File: src/rtl/seqprog_pkg.sv
package seqprog_pkg;
  localparam logic [7:0] OP_WREN  = 8'h06;
  localparam logic [7:0] OP_WRDI  = 8'h04;
  localparam logic [7:0] OP_RDSR  = 8'h05;
  localparam logic [7:0] OP_SEQ_A = 8'hAD;
  localparam logic [7:0] OP_SEQ_B = 8'hAF;
  localparam int ST_BUSY = 0;
  localparam int ST_WEL  = 1;
  localparam int ST_SEQ  = 2;
endpackage

File: src/rtl/seqprog_sync.sv
module seqprog_sync #(
  parameter int W = 3,
  parameter int STAGES = 2,
  parameter logic [W-1:0] RST_VAL = '0
) (
  input  logic         clk,
  input  logic         rst_n,
  input  logic [W-1:0] d,
  output logic [W-1:0] q
);
  logic [STAGES-1:0][W-1:0] chain;

  always_ff @(posedge clk or negedge rst_n) begin
    if (!rst_n) begin
      chain <= {STAGES{RST_VAL}};
    end else begin
      chain[0] <= d;
      for (int i = 1; i < STAGES; i++) chain[i] <= chain[i-1];
    end
  end

  assign q = chain[STAGES-1];
endmodule

File: src/rtl/seqprog_rx.sv
module seqprog_rx #(
  parameter int ADDR_W = 24,
  parameter int CNT_W = 3
) (
  input  logic              clk,
  input  logic              rst_n,
  input  logic              cs_n_s,
  input  logic              sck_s,
  input  logic              si_s,
  output logic              frame_end,
  output logic              sck_fall,
  output logic [2:0]        bit_cnt,
  output logic [CNT_W-1:0]  nbytes,
  output logic [7:0]        op_q,
  output logic [ADDR_W-1:0] addr_q,
  output logic [7:0]        last_q
);
  localparam int ADDR_BYTES = ADDR_W / 8;

  logic       sck_prev, cs_prev;
  logic       sck_rise, frame_start;
  logic [6:0] sh;
  logic [7:0] full;

  assign sck_rise    = !cs_n_s && sck_s && !sck_prev;
  assign sck_fall    = !cs_n_s && !sck_s && sck_prev;
  assign frame_end   = cs_n_s && !cs_prev;
  assign frame_start = !cs_n_s && cs_prev;
  assign full        = {sh, si_s};

  always_ff @(posedge clk or negedge rst_n) begin
    if (!rst_n) begin
      sck_prev <= 1'b0;
      cs_prev  <= 1'b1;
      sh       <= '0;
      bit_cnt  <= '0;
      nbytes   <= '0;
      op_q     <= '0;
      addr_q   <= '0;
      last_q   <= '0;
    end else begin
      sck_prev <= sck_s;
      cs_prev  <= cs_n_s;
      if (frame_start || frame_end) begin
        bit_cnt <= '0;
        nbytes  <= '0;
      end else if (sck_rise) begin
        sh      <= full[6:0];
        bit_cnt <= bit_cnt + 3'd1;
        if (bit_cnt == 3'd7) begin
          if (nbytes != '1) nbytes <= nbytes + 1'b1;
          last_q <= full;
          if (nbytes == '0) op_q <= full;
          else if (int'(nbytes) <= ADDR_BYTES) addr_q <= {addr_q[ADDR_W-9:0], full};
        end
      end
    end
  end
endmodule

File: src/rtl/seqprog_engine.sv
module seqprog_engine
  import seqprog_pkg::*;
#(
  parameter int ADDR_W = 24,
  parameter int CNT_W = 3,
  parameter int FIRST_LEN = 5,
  parameter int NEXT_LEN = 2
) (
  input  logic              clk,
  input  logic              rst_n,
  input  logic              frame_end,
  input  logic [2:0]        bit_cnt,
  input  logic [CNT_W-1:0]  nbytes,
  input  logic [7:0]        op,
  input  logic [ADDR_W-1:0] addr_in,
  input  logic [7:0]        data_in,
  input  logic              arr_busy,
  input  logic              prog_ready,
  output logic              prog_valid,
  output logic [ADDR_W-1:0] prog_addr,
  output logic [7:0]        prog_data,
  output logic              wel,
  output logic              seq,
  output logic [ADDR_W-1:0] cnt,
  output logic [7:0]        status
);
  localparam logic [ADDR_W-1:0] ONE = {{(ADDR_W-1){1'b0}}, 1'b1};

  logic              busy, whole, is_seq_op, ok_frame, start_first, start_next, single;
  logic [ADDR_W-1:0] tgt;

  assign busy        = prog_valid || arr_busy;
  assign whole       = (bit_cnt == 3'd0);
  assign ok_frame    = frame_end && whole;
  assign is_seq_op   = (op == OP_SEQ_A) || (op == OP_SEQ_B);
  assign start_first = ok_frame && is_seq_op && wel && !busy && !seq &&
                       (nbytes == CNT_W'(FIRST_LEN));
  assign start_next  = ok_frame && is_seq_op && wel && !busy && seq &&
                       (nbytes == CNT_W'(NEXT_LEN));
  assign single      = ok_frame && (nbytes == CNT_W'(1));
  assign tgt         = seq ? cnt : addr_in;

  always_ff @(posedge clk or negedge rst_n) begin
    if (!rst_n) begin
      prog_valid <= 1'b0;
      prog_addr  <= '0;
      prog_data  <= '0;
      wel        <= 1'b0;
      seq        <= 1'b0;
      cnt        <= '0;
    end else begin
      if (prog_valid && prog_ready) prog_valid <= 1'b0;
      if (start_first || start_next) begin
        prog_valid <= 1'b1;
        prog_addr  <= tgt;
        prog_data  <= data_in;
        cnt        <= tgt + ONE;
        seq        <= 1'b1;
      end
      if (single && op == OP_WREN) wel <= 1'b1;
      if (single && op == OP_WRDI) begin
        wel <= 1'b0;
        seq <= 1'b0;
      end
    end
  end

  always_comb begin
    status          = '0;
    status[ST_BUSY] = busy;
    status[ST_WEL]  = wel;
    status[ST_SEQ]  = seq;
  end
endmodule

File: src/rtl/seqprog_so.sv
module seqprog_so
  import seqprog_pkg::*;
#(
  parameter int CNT_W = 3
) (
  input  logic             clk,
  input  logic             rst_n,
  input  logic             cs_n_s,
  input  logic             sck_fall,
  input  logic [2:0]       bit_cnt,
  input  logic [CNT_W-1:0] nbytes,
  input  logic [7:0]       op,
  input  logic [7:0]       status,
  output logic             so,
  output logic             so_oe
);
  logic [7:0] sh;
  logic       rd_mode;

  assign rd_mode = !cs_n_s && (nbytes != '0) && (op == OP_RDSR);

  always_ff @(posedge clk or negedge rst_n) begin
    if (!rst_n) begin
      sh <= '0;
    end else if (sck_fall && rd_mode) begin
      if (bit_cnt == 3'd0) sh <= status;
      else sh <= {sh[6:0], 1'b0};
    end
  end

  assign so    = sh[7];
  assign so_oe = rd_mode;
endmodule

File: src/rtl/seqprog_flash_ctrl.sv
module seqprog_flash_ctrl #(
  parameter int ADDR_W = 24,
  parameter int SYNC_STAGES = 2
) (
  input  logic              clk,
  input  logic              rst_n,
  input  logic              spi_cs_n,
  input  logic              spi_sck,
  input  logic              spi_si,
  output logic              spi_so,
  output logic              spi_so_oe,
  output logic              prog_valid,
  input  logic              prog_ready,
  output logic [ADDR_W-1:0] prog_addr,
  output logic [7:0]        prog_data,
  input  logic              arr_busy
);
  localparam int ADDR_BYTES = ADDR_W / 8;
  localparam int FIRST_LEN  = ADDR_BYTES + 2;
  localparam int NEXT_LEN   = 2;
  localparam int CNT_W      = $clog2(FIRST_LEN + 2);

  logic [2:0]        lines_s;
  logic              frame_end, sck_fall;
  logic [2:0]        bit_cnt;
  logic [CNT_W-1:0]  nbytes;
  logic [7:0]        op_q, last_q, status;
  logic [ADDR_W-1:0] addr_q, cnt_q;
  logic              wel_q, seq_q;

  seqprog_sync #(.W(3), .STAGES(SYNC_STAGES), .RST_VAL(3'b100)) u_sync (
    .clk(clk), .rst_n(rst_n),
    .d({spi_cs_n, spi_sck, spi_si}), .q(lines_s)
  );

  seqprog_rx #(.ADDR_W(ADDR_W), .CNT_W(CNT_W)) u_rx (
    .clk(clk), .rst_n(rst_n),
    .cs_n_s(lines_s[2]), .sck_s(lines_s[1]), .si_s(lines_s[0]),
    .frame_end(frame_end), .sck_fall(sck_fall), .bit_cnt(bit_cnt),
    .nbytes(nbytes), .op_q(op_q), .addr_q(addr_q), .last_q(last_q)
  );

  seqprog_engine #(.ADDR_W(ADDR_W), .CNT_W(CNT_W), .FIRST_LEN(FIRST_LEN),
                   .NEXT_LEN(NEXT_LEN)) u_eng (
    .clk(clk), .rst_n(rst_n), .frame_end(frame_end), .bit_cnt(bit_cnt),
    .nbytes(nbytes), .op(op_q), .addr_in(addr_q), .data_in(last_q),
    .arr_busy(arr_busy), .prog_ready(prog_ready), .prog_valid(prog_valid),
    .prog_addr(prog_addr), .prog_data(prog_data), .wel(wel_q), .seq(seq_q),
    .cnt(cnt_q), .status(status)
  );

  seqprog_so #(.CNT_W(CNT_W)) u_so (
    .clk(clk), .rst_n(rst_n), .cs_n_s(lines_s[2]), .sck_fall(sck_fall),
    .bit_cnt(bit_cnt), .nbytes(nbytes), .op(op_q), .status(status),
    .so(spi_so), .so_oe(spi_so_oe)
  );
endmodule

File: config.mk
export PLATFORM = sky130hd
export DESIGN_NAME = seqprog_flash_ctrl
export DESIGN_NICKNAME = d
export VERILOG_FILES = /design/src/rtl/seqprog_pkg.sv /design/src/rtl/seqprog_sync.sv /design/src/rtl/seqprog_rx.sv /design/src/rtl/seqprog_engine.sv /design/src/rtl/seqprog_so.sv /design/src/rtl/seqprog_flash_ctrl.sv
export SDC_FILE = /design/constraint.sdc
export NUM_CORES = 1
export LEC_CHECK = 0
export CORE_MARGIN = 2
export CORE_UTILIZATION = 50
export CTS_CLUSTER_DIAMETER = 40
export CTS_CLUSTER_SIZE = 20
export DETAILED_ROUTE_END_ITERATION = 10
export GPL_ROUTABILITY_DRIVEN = 1
export PLACE_DENSITY = 0.66
export SYNTH_ARGS = -nofsm -noshare
export SYNTH_HDL_FRONTEND = slang
export SYNTH_SLANG_ARGS = --single-unit
export TNS_END_PERCENT = 5
File: constraint.sdc
create_clock -name clk -period 3.1 [get_ports clk]
set_clock_uncertainty 0.05 [all_clocks]
set_input_delay 0.465 -clock clk [delete_from_list [all_inputs] [get_ports clk]]
set_output_delay 0.465 -clock clk [all_outputs]
set_load 0.01 [all_outputs]
Word-level counts from Yosys, hierarchy flattened
Index checks and enable logic that the tools add are counted.
{"block": "op_classes", "addsub": 3, "magnitude_cmp": 1, "n_eq_ne": 10, "n_mux": 14, "bitwise": 2, "reduce_logical": 45}
{"op": "24-bit by 1-bit adder with 24-bit output, second input constant", "n": 1}
{"op": "8-bit by 3-bit equality test with 1-bit output, second input constant", "n": 3}
{"op": "24-bit 2-to-1 mux", "n": 1}
{"op": "1-bit logical AND", "n": 21}
{"op": "3-bit 2-to-1 mux", "n": 6}
{"op": "8-bit equality test, second input constant", "n": 2}
{"op": "2-bit nonzero test", "n": 6}
{"op": "8-bit 2-to-1 mux", "n": 1}
{"op": "3-bit by 1-bit adder with 3-bit output, second input constant", "n": 2}
{"op": "3-bit equality test, second input constant", "n": 2}
{"op": "1-bit logical NOT", "n": 6}
{"op": "3-bit logical NOT", "n": 2}
{"op": "1-bit 2-to-1 mux", "n": 6}
{"op": "3-bit AND reduction", "n": 2}
{"op": "5-bit AND reduction", "n": 1}
{"op": "1-bit logical OR", "n": 4}
{"op": "4-bit AND reduction", "n": 1}
{"op": "3-bit by 1-bit equality test with 1-bit output, second input constant", "n": 1}
{"op": "3-bit by 2-bit equality test with 1-bit output, second input constant", "n": 1}
{"op": "3-bit by 2-bit less-or-equal comparator with 1-bit output, second input constant", "n": 1}
{"op": "3-bit != test, second input constant", "n": 1}
{"op": "3-bit nonzero test", "n": 1}
{"op": "1-bit inverter", "n": 2}
{"op": "2-bit AND reduction", "n": 1}
{"block": "totals", "reg_bits": 128, "inputBits": 7, "out_inout_bits": 35, "word_cells": 92}

Logic depth before layout (Yosys ltp)
{"block": "depth", "word_depth": 11, "mapped_depth": 12}

Hierarchy
From an unflattened synthesis, not the netlist that was laid out.
{"block": "hier_totals", "cells_unflattened": 591, "area_unflattened_um2": 6439.9}
{"module": "seqprog_engine", "n_inst": 1, "cells_per_inst": 407, "area_per_inst_um2": 3553.4, "seq_area_each_um2": 1476.4}
{"module": "seqprog_rx", "n_inst": 1, "cells_per_inst": 140, "area_per_inst_um2": 2253.4, "seq_area_each_um2": 1377.6}
{"module": "seqprog_so", "n_inst": 1, "cells_per_inst": 35, "area_per_inst_um2": 457.9, "seq_area_each_um2": 200.2}
{"module": "seqprog_sync", "n_inst": 1, "cells_per_inst": 9, "area_per_inst_um2": 175.2, "seq_area_each_um2": 152.6}

Worst setup path before layout
OpenSTA, ideal clock, no wires.
{"block": "synth_timing", "kind": "reg2reg", "start": "register u_eng.seq", "end": "register u_eng.cnt[14]", "setup_ns": 0.123, "arrival_ns": 2.520, "t_required_ns": 2.927, "slack_ns": 0.407, "path_stages_with_launch": 12, "n_path_buf": 3, "synth_period_minus_slack_ns": 2.693, "cell_sequence": "dfrtp_1 -> buf_6 -> buf_6 -> buf_2 -> mux2_2 -> ha_1 -> nand4_1 -> a222oi_1 -> and3_1 -> and3_1 -> o21ai_1 -> o221a_2"}
{"block": "synth_between", "word_cells_on_any_way": 8}
{"element": "start, declared", "line_no": "seqprog_engine.sv:23", "rtl": "output logic seq,"}
{"element": "start signal, assigned", "line_no": "seqprog_engine.sv:49", "rtl": "seq <= 1'b0;"}
{"element": "start signal, assigned", "line_no": "seqprog_engine.sv:58", "rtl": "seq <= 1'b1;"}
{"element": "start signal, assigned", "line_no": "seqprog_engine.sv:63", "rtl": "seq <= 1'b0;"}
{"element": "24-bit 2-to-1 mux", "line_no": "seqprog_engine.sv:41", "rtl": "assign tgt = seq ? cnt : addr_in;"}
{"element": "net u_eng.tgt[0]", "line_no": "seqprog_engine.sv:30", "rtl": "logic [ADDR_W-1:0] tgt;"}
{"element": "24-bit by 1-bit adder with 24-bit output", "line_no": "seqprog_engine.sv:57", "rtl": "cnt <= tgt + ONE;"}
{"element": "end signal, assigned", "line_no": "seqprog_engine.sv:57"}
{"element": "end, declared", "line_no": "seqprog_engine.sv:24", "rtl": "output logic [ADDR_W-1:0] cnt,"}
The timed path passes the listed nets, and every way through them passes these cells.
A chain may end at the register's enable or synchronous reset.

Final worst setup path
{"block": "layout_timing", "start": "register u_rx.op_q[4]", "end": "output port spi_so_oe"}
{"block": "layout_between", "elab_chain_len": 2}
{"element": "start, declared", "line_no": "seqprog_rx.sv:14", "rtl": "output logic [7:0] op_q,"}
{"element": "start signal, assigned", "line_no": "seqprog_rx.sv:53", "rtl": "if (nbytes == '0) op_q <= full;"}
{"element": "8-bit by 3-bit equality test with 1-bit output", "line_no": "seqprog_so.sv:20", "rtl": "assign rd_mode = !cs_n_s && (nbytes != '0) && (op == OP_RDSR);"}
{"element": "1-bit logical AND", "line_no": "seqprog_so.sv:20"}
{"element": "end, declared", "line_no": "seqprog_flash_ctrl.sv:11", "rtl": "output logic spi_so_oe,"}
No other way between the ends.

==> summary.txt <==
Timing
  – Final WS setup: 0.193 ns
  – RSZ-0062 raised after global routing: no
  – Final period util: 0.938
  – Final worst path period need: 2.91 ns
  – Final Hold Viols: 0
  – Slew @ Worst Pin: 0.643 ns
  – Peak Freq: 344 MHz
  – Final Setup Violations: 0
  – Setup TNS: 0 ns
  – Slew Viols, Final: 0
  – Max_slew headroom: 0.571

Global route
  – Largest net degree at the start of global routing: 77
  – First-pass GRT wire length: 22100 um
  – Global Route Usage Sum: 0.218
  – GRT busiest layer: met2
  – Vias in the first global route: 4433
  – GRT overflow: 0
  – M2 GR Usage: 0.359
  – M1 GR Usage: 0.277
  – GRT met3 Usage: 0.0581
  – Initial antenna violation count: 0

Detailed routing
  – DRC violations left: 0
  – Vias: 4418
  – DR vias/cell: 5.54
  – Drt pass-1 iters: 4
  – Initial DRC count: 279
  – Post-DR wirelength/cell: 16.7 um
  – Antenna-violating nets left: 0
  – Post-Route WL: 13300 um

Layout
  – Leading cell type in the layout, fill and taps excluded: dfrtp_1
  – Share of cells above drive strength 1: 0.191
  – Commonest non-fill, non-tap cells in the layout: dfrtp_1, nand2_1, mux2_2, o21ai_0, clkdlybuf4s50_1
  – Fillers: 1002
  – Final net count: 634
  – Area grow syn2layout: 18.4%
  – N_diodes: 0

Worst setup path
  – Slowest cell on crit path: clkdlybuf4s50_1
  – Startpoint Class: flop
  – Setup CP Type: flop to primary output
  – Crit path max fanout: 2
  – CP arrival: 2.39 ns
  – WP data required: 2.58 ns
  – CP endpoint kind: primary output
  – R2R depth: 7
  – CP peak stage delay: 0.55 ns
  – Critical path cell sequence: or3b_1 -> nor4_1 -> and4_1 -> clkdlybuf4s50_1

Clocking
  – TritonCTS Sinks: 128
  – CTS tree: yes
  – CTS Hold Bufs: 0
  – Latest clock arrival within the worst-skew pair: 0.43 ns
  – Post-CTS setup buffers: 0
  – Clock buffer depth: 2
  – Cts repair resizes: 0
  – Cts bufs inserted: 17
  – CTS clock-pin slew for the worst setup and hold paths: 0.06 ns
  – H-tree depth: 4
  – Root Driver: clkbuf_16

Synth
  – Post-Synthesis Net Count: 592
  – Synth unique cells: 51
  – EDFF count, synth: 0
  – Cell area after synthesis: 6220 um^2
  – Synth Area per Inst: 10.8 um^2
  – Async SR Flop Fraction: 1.00
  – Yosys reg bits: 128
  – Mapped Cells: 574
  – Synthesis Warnings: 0
  – Ys flop type: dfrtp_1
  – Sequential share of the synthesized area: 0.515

Floorplan
  – Die Y-Extent: 116 um
  – Initial Util: 0.516
  – FP Rows: 40
  – Die width: 116 um
  – # IOs: 42
  – Core box area: 12100 um^2
  – Die footprint: 13400 um^2

Power and ir drop
  – Leakage Power: 3.37 nW
  – Max IR drop VDD: 0.551 mV
  – Total power density per cell area: 517 nW/um^2

Placed design
  – Gpl congestion: 0.818
  – Post-DP HPWL: 8830 um
  – Setup WS pre-CTS: 0.560 ns
  – Port Buffers: 41

Min path
  – Hold Path Class: primary input to asynchronous set/reset pin

Job
  – MaxCap Viol Count: 0

Run status
  – Outcome: finished, final reports clean
[final timing paths]
kind	slack (ns)	end	startpoint
worst max-delay path	0.19	spi_so_oe	u_rx.op_q[4]$_DFFE_PN0P_
worst min-delay path	0.01	u_eng.prog_addr[14]$_DFFE_PN0P_	rst_n
worst max register to register	0.58	u_eng.cnt[17]$_DFFE_PN0P_	u_rx.op_q[4]$_DFFE_PN0P_
worst min register to register	0.30	u_sync.q[1]$_DFF_PN0_	u_sync.chain[1]$_DFF_PN0_
max in group asynchronous	2.07	u_rx.cs_prev$_DFF_PN1_	rst_n
min in group clk	0.30	u_sync.q[1]$_DFF_PN0_	u_sync.chain[1]$_DFF_PN0_
[synthesized netlist by cell type, types with 3 or more instances]
master | n | share of area
dfrtp_1 | 125 | 0.50
nand2_1 | 71 | 0.043
mux2_2 | 55 | 0.099
o21ai_0 | 44 | 0.035
a21oi_1 | 26 | 0.021
nand3_1 | 26 | 0.021
nor2_1 | 24 | 0.014
mux2i_1 | 23 | 0.037
buf_2 | 15 | 0.012
inv_1 | 13 | 0.0078
xor2_1 | 13 | 0.018
o22ai_1 | 12 | 0.012
ha_1 | 11 | 0.022
nand4_1 | 9 | 0.0090
xnor2_1 | 9 | 0.013
and4_1 | 8 | 0.011
clkbuf_1 | 8 | 0.0048
and2_1 | 7 | 0.0070
and3_1 | 7 | 0.0070
o221a_2 | 6 | 0.011
nand4b_1 | 5 | 0.0070
o21ai_1 | 5 | 0.0040
buf_6 | 4 | 0.0072
nor2b_1 | 4 | 0.0040
a211oi_1 | 3 | 0.0036
a21o_1 | 3 | 0.0036
dfstp_2 | 3 | 0.013
nand3b_1 | 3 | 0.0036
nor3_1 | 3 | 0.0024
[metal layers]
layer  vias up  routed length [um]
met2        71                6650
met3        18                 440
met5         -                   0
li1       2140                   -
met4         0                 216
met1      2189                5990
[metrics by stage]
stage | util | instance area (um^2) | hold slack (ns) | power [mW] | std cells
CTS | 0.611 | 7370 | 0.0336 | 3.85 | 797
finish | 0.611 | 7370 | 0.0129 | 3.81 | 797
floorplan | - | 6220 | 0.119 | 1.80 | 574
detailed placement | 0.563 | 6790 | 0.286 | 1.88 | 765
global route | 0.611 | 7370 | 0.0634 | 3.96 | 797
global placement | 0.563 | 6790 | 0.282 | 1.87 | 765
[state kept, by name (all words and copies together) (netlist names)]
name and count:
u_eng.cnt 24, u_eng.prog_addr 24, u_rx.addr_q 24, u_eng.prog_data 8, u_rx.last_q 8, u_rx.op_q 8, u_so.sh 8, u_rx.sh 7
u_rx.bit_cnt 3, u_rx.nbytes 3, u_sync.chain 3, u_sync.q 3, u_eng.prog_valid 1, u_eng.seq 1, u_eng.wel 1, u_rx.cs_prev 1
u_rx.sck_prev 1
[kinds of logic after synthesis]
| group | Yosys count | synth area share |
|---|---|---|
| and+or+nand+nor | 177 | 0.146 |
| DFF | 128 | 0.515 |
| buffers and inverters | 44 | 0.0358 |
| xor gates and xnor gates | 22 | 0.0310 |
| muxes | 78 | 0.136 |
| adders and majority gates | 11 | 0.0221 |
| AOI/OAI and AO/OA | 114 | 0.114 |
[power breakdown]
group / switching [mW] / internal, mW
clock: 0.778 / 1.19
combinational: 0.0522 / 0.0411
sequential: 0.0435 / 1.71
[critical path: cells and delay by family, from the launching register on]
family | cells | cell delay, ns
flops | 1 | 0.37
buf+inv | 1 | 0.55
simple gates | 3 | 1.04
[cell type report]
type | instances | area (um^2) | share of cell area
inverter | 13 | 48.8 | 0.00662
clock buffer | 17 | 425 | 0.0577
multi-input combinational | 402 | 2800 | 0.380
timing repair buffer | 54 | 518 | 0.0703
clock inverter | 15 | 160 | 0.0217
sequential | 128 | 3210 | 0.435
tap | 168 | 210 | 0.0285
Power figures use the tool's default switching activity.
